### config.mk
export PLATFORM = sky130hd
export DESIGN_NAME = rstseq_stage
export DESIGN_NICKNAME = d
export VERILOG_FILES = /design/src/rtl/rstseq_pkg.sv /design/src/rtl/rstseq_sync.sv /design/src/rtl/rstseq_counter.sv /design/src/rtl/rstseq_stage.sv
export SDC_FILE = /design/constraint.sdc
export NUM_CORES = 1
export LEC_CHECK = 0
export ABC_AREA = 1
export ABC_CLOCK_PERIOD_IN_PS = 3550
export BUFFER_PORTS_ARGS = -buffer_cell sky130_fd_sc_hd__buf_2
export CORE_AREA = 3 3 40 42
export CTS_CLUSTER_SIZE = 8
export DETAILED_ROUTE_END_ITERATION = 8
export DIE_AREA = 0 0 43 45
export GPL_ROUTABILITY_DRIVEN = 0
export PLACE_DENSITY = 0.55
export SYNTH_ARGS = -nofsm -noshare
export SYNTH_HDL_FRONTEND = slang
export SYNTH_SLANG_ARGS = --single-unit
### constraint.sdc
create_clock -name clk_i -period 3.55 [get_ports clk_i]
set_clock_uncertainty 0.1 [all_clocks]
set_input_delay 0 -clock clk_i [delete_from_list [all_inputs] [get_ports clk_i]]
set_output_delay 0 -clock clk_i [all_outputs]
set_load 0.02 [all_outputs]
### src/rtl/rstseq_pkg.sv
package rstseq_pkg;

    // Registered outputs of one stage.
    typedef struct packed {
        logic rst;
        logic rst_n;
    } rel_state_t;

    localparam rel_state_t REL_HELD = '{rst: 1'b1, rst_n: 1'b0};

    // Counter width able to hold the value 'limit'.
    function automatic int cnt_bits(input int limit);
        int w;
        w = $clog2(limit + 1);
        return (w < 1) ? 1 : w;
    endfunction

endpackage

### src/rtl/rstseq_sync.sv
module rstseq_sync #(
    parameter int STAGES = 2
) (
    input  logic clk_i,
    input  logic rst_i,
    input  logic async_i,
    output logic sync_o
);

    generate
        if (STAGES == 0) begin : g_bypass
            // Start already comes from a flop on this clock.
            logic unused_bypass;
            assign unused_bypass = clk_i ^ rst_i;
            assign sync_o = async_i;
        end else begin : g_chain
            logic [STAGES-1:0] sh_d, sh_q;

            always_comb begin
                sh_d    = sh_q << 1;
                sh_d[0] = async_i;
            end

            always_ff @(posedge clk_i or posedge rst_i) begin
                if (rst_i) sh_q <= '0;
                else       sh_q <= sh_d;
            end

            assign sync_o = sh_q[STAGES-1];
        end
    endgenerate

endmodule

### src/rtl/rstseq_counter.sv
module rstseq_counter #(
    parameter int DELAY = 16
) (
    input  logic clk_i,
    input  logic rst_i,
    input  logic clear_i,
    output logic full_next_o
);

    localparam int CW = rstseq_pkg::cnt_bits(DELAY);
    localparam logic [CW-1:0] LAST = CW'(DELAY);

    logic [CW-1:0] cnt_d, cnt_q;

    always_comb begin
        if (clear_i)            cnt_d = '0;
        else if (cnt_q == LAST) cnt_d = cnt_q;          // saturate
        else                    cnt_d = cnt_q + 1'b1;
        full_next_o = (cnt_d == LAST);
    end

    always_ff @(posedge clk_i or posedge rst_i) begin
        if (rst_i) cnt_q <= '0;
        else       cnt_q <= cnt_d;
    end


    cnt_range_chk: assert property (@(posedge clk_i) disable iff (rst_i)
        cnt_q <= LAST);

endmodule

### src/rtl/rstseq_stage.sv
module rstseq_stage #(
    parameter int SYNC_STAGES  = 2,
    parameter int DELAY_CYCLES = 16
) (
    input  logic clk_i,
    input  logic rst_i,
    input  logic enable_i,
    input  logic start_i,
    output logic rst_o,
    output logic rst_n_o
);

    import rstseq_pkg::*;

    logic       start_s;
    logic       hold;
    logic       full_next;
    rel_state_t st_d, st_q;

    rstseq_sync #(.STAGES(SYNC_STAGES)) u_sync (
        .clk_i   (clk_i),
        .rst_i   (rst_i),
        .async_i (start_i),
        .sync_o  (start_s)
    );

    rstseq_counter #(.DELAY(DELAY_CYCLES)) u_cnt (
        .clk_i       (clk_i),
        .rst_i       (rst_i),
        .clear_i     (hold),
        .full_next_o (full_next)
    );

    always_comb begin
        hold        = !start_s || !enable_i;
        st_d.rst    = !full_next;
        st_d.rst_n  = full_next;
    end

    always_ff @(posedge clk_i or posedge rst_i) begin
        if (rst_i) st_q <= REL_HELD;
        else       st_q <= st_d;
    end

    assign rst_o   = st_q.rst;
    assign rst_n_o = st_q.rst_n;


    en_hold_chk: assert property (@(posedge clk_i) disable iff (rst_i)
        !enable_i |=> rst_o);


    start_hold_chk: assert property (@(posedge clk_i) disable iff (rst_i)
        !start_s |=> rst_o);


    stay_released_chk: assert property (@(posedge clk_i) disable iff (rst_i)
        (!rst_o && start_s && enable_i) |=> !rst_o);


    release_qual_chk: assert property (@(posedge clk_i) disable iff (rst_i)
        $fell(rst_o) |-> ($past(enable_i) && $past(start_s)));

endmodule

==> impl_metrics.env <==
export IMPL_synth_seq_cells=9
export IMPL_post_route_drc_count=0
export IMPL_drt_total_wl_um=749
export IMPL_most_common_layout_cells="13 x nand2_1, 11 x inv_1, 8 x dfrtp_1"
export IMPL_critPathTopFamily="flip-flops"
export IMPL_status="completed"
export IMPL_synth_cells=54
export IMPL_ir_drop_v=0.000184
export IMPL_rsz0062_at_grt="false"
export IMPL_clk_pin_slew_ps=60
export IMPL_grt_overflow_total=0
export IMPL_rows=13
export IMPL_hpwl_um=618
export IMPL_syn_area_um2=453
export IMPL_max_freq_ghz=0.720
export IMPL_nets=72
export IMPL_die_w_um=43
export IMPL_cap_violations=0
export IMPL_critPathSlowestCell="dfrtp_1"
export IMPL_cts_tree="done"
export IMPL_vias_per_cell=4.43
export IMPL_drt_pass1_iter_count=2
export IMPL_synth_top_family_by_area="simple AND/OR/NAND/NOR gates"
export IMPL_avgSynthCellArea_um2=8.39
export IMPL_drv_slew=0
export IMPL_cp_num_buf_inv=2
export IMPL_critPathArrivalTime_ps=1430
export IMPL_initial_core_util_pct=35.2
export IMPL_syn_to_final_growth_pct=19.9
export IMPL_synth_compound_area_share_pct=1.10
export IMPL_synth_cell_types=14
export IMPL_io_buffers=5
export IMPL_hold_path_class="in -> reg"
export IMPL_synth_simple_gate_area_share_pct=31.5
export IMPL_p_leak_nw=0.302
export IMPL_grtUsageTotal_pct=9.60
export IMPL_critical_path_class="reg -> reg"
export IMPL_pre_cts_ws_ps=2160
export IMPL_path_cells="inv_1, ha_1, nand2_1, inv_1, nand2_2, nand2_1, nand3_2, o21ai_1, nor2_1"
export IMPL_cts_resized_gates=0
export IMPL_numCtsBuffers=3
export IMPL_muxShareOfSynthArea_pct=0
export IMPL_worstSetupEndpointType="flop"
export IMPL_hold_viol_final=0
export IMPL_setup_viol=0
export IMPL_required_ps=3590
export IMPL_num_antenna_cells=0
export IMPL_post_place_cells=74
export IMPL_seq_area_frac_synth_pct=50.0
export IMPL_cp_start_kind="flop"
export IMPL_synth_fa_ha_area_share_pct=5.52
export IMPL_fill_cells=132
export IMPL_io_pins=6
export IMPL_core_area_um2=1280
export IMPL_slowest_delay_ps=420
export IMPL_synth_fp_nets=60
export IMPL_tightest_slew_ps=333
export IMPL_post_route_period_util_pct=39.1
export IMPL_num_vias=354
export IMPL_grt_max_degree=10
export IMPL_grt_pass1_vias=350
export IMPL_power_density_nw_per_um2=358
export IMPL_cts_sinks=9
export IMPL_yosys_warnings=0
export IMPL_instances_no_fill=80
export IMPL_maxSlewHeadroom_pct=77.8
export IMPL_cts_root_buf="clkbuf_4"
export IMPL_die_y_um=45
export IMPL_fp_dieArea_um2=1940
export IMPL_antenna_left=0
export IMPL_crit_fanout=5
export IMPL_dr_first_iter_drc_count=3
export IMPL_antenna_found_initial=0
export IMPL_synth_xor_area_share_pct=1.93
export IMPL_min_period_ps=1390
export IMPL_final_common_cell="nand2_1"
export IMPL_fin_util_pct=42.3
export IMPL_fin_ws_ps=2160
export IMPL_clk_path_buf_depth=2
export IMPL_setup_tns_final_ps=0
export IMPL_grt_pass1_wl_mm=1.37
export IMPL_htreeDepth=1
export IMPL_wl_per_cell_um=9.36
export IMPL_clock_latency_ps=250
export IMPL_drive_above_1_share_pct=23.1
sequential cells by signal, indices dropped and copies added, names as in the netlist:
name / flops
u_sync.g_chain.sh_q: 2
rst_n_o: 1
u_cnt.cnt_q: 5
rst_o: 1
repair_timing:
action,in CTS,in global routing
setup buffers,0,0
hold endpoints to repair,10,0
hold buffers,2,0
layout make-up:
type / instances / area, um2 / area share [%]
Sequential cell: 9 / 226 / 41.7
Multi-Input combinational cell: 33 / 181 / 33.4
Timing Repair Buffer: 7 / 45.0 / 8.29
Inverter: 12 / 45.0 / 8.29
Clock buffer: 4 / 26.3 / 4.84
Tap cell: 15 / 18.8 / 3.46
metrics by stage:
stage               cell area (um2)  hold WS (ps)  power, mW
finish                          543          67.3      0.194
global route                    543           103      0.205
CTS                             543          60.3      0.199
detailed placement              497          -128      0.120
global placement                497          -133      0.120
floorplan                       453          -273      0.116
cell families (layout without fill, tap and decap cells):
family                     count (synthesis)  after routing
AOI/OAI and AO/OA                          1              1
xor gates and xnor gates                   1              1
adders and majority gates                  2              2
buffers and inverters                     12             23
DFF                                        9              9
and+or+nand+nor                           29             29
per-layer routing:
layer	up-vias	track usage (%)	wire length, um
met3	2	2.79	33
met5	-	0	0
met1	159	11.4	385
met2	6	14.7	326
li1	187	-	-
met4	0	7.23	5
cell usage after synthesis (all sizes together):
master   n  share of area (%)
dfstp    1                5.8
dfrtp    8                 44
nand4    3                4.1
nand2   14                 12
nand3    7                9.9
xnor2    1                1.9
nor2     5                5.2
o21ai    1                1.1
ha       2                5.5
inv     12                9.9
final timing paths:
| kind | start | to | slack, ps | cells after the start |
|---|---|---|---|---|
| min in group asynchronous | rst_i | u_cnt.cnt_q[0]$_DFF_PP0_ | 140 | 3 |
| min | enable_i | u_cnt.cnt_q[0]$_DFF_PP0_ | 70 | 5 |
| max reg2reg | u_cnt.cnt_q[0]$_DFF_PP0_ | rst_n_o$_DFF_PP0_ | 2160 | 9 |
| max in group asynchronous | rst_i | rst_o$_DFF_PP1_ | 2910 | 3 |
| min reg2reg | u_sync.g_chain.sh_q[0]$_DFF_PP0_ | u_sync.g_chain.sh_q[1]$_DFF_PP0_ | 260 | 0 |
| max | u_cnt.cnt_q[0]$_DFF_PP0_ | rst_n_o$_DFF_PP0_ | 2160 | 9 |
where the power goes:
group	leakage [nW]	internal [mW]	switching (mW)
Sequential	0.117	0.105	0.00159
Combinational	0.171	0.00546	0.00789
Clock	0.0150	0.0430	0.0316
worst register-to-register path, stage by stage, from the launching register on:
cell	delay [ps]
dfrtp_1	420
inv_1	90
ha_1	150
nand2_1	50
inv_1	90
nand2_2	70
nand2_1	70
nand3_2	80
o21ai_1	90
nor2_1	70
(Power assumes the default switching activity.)
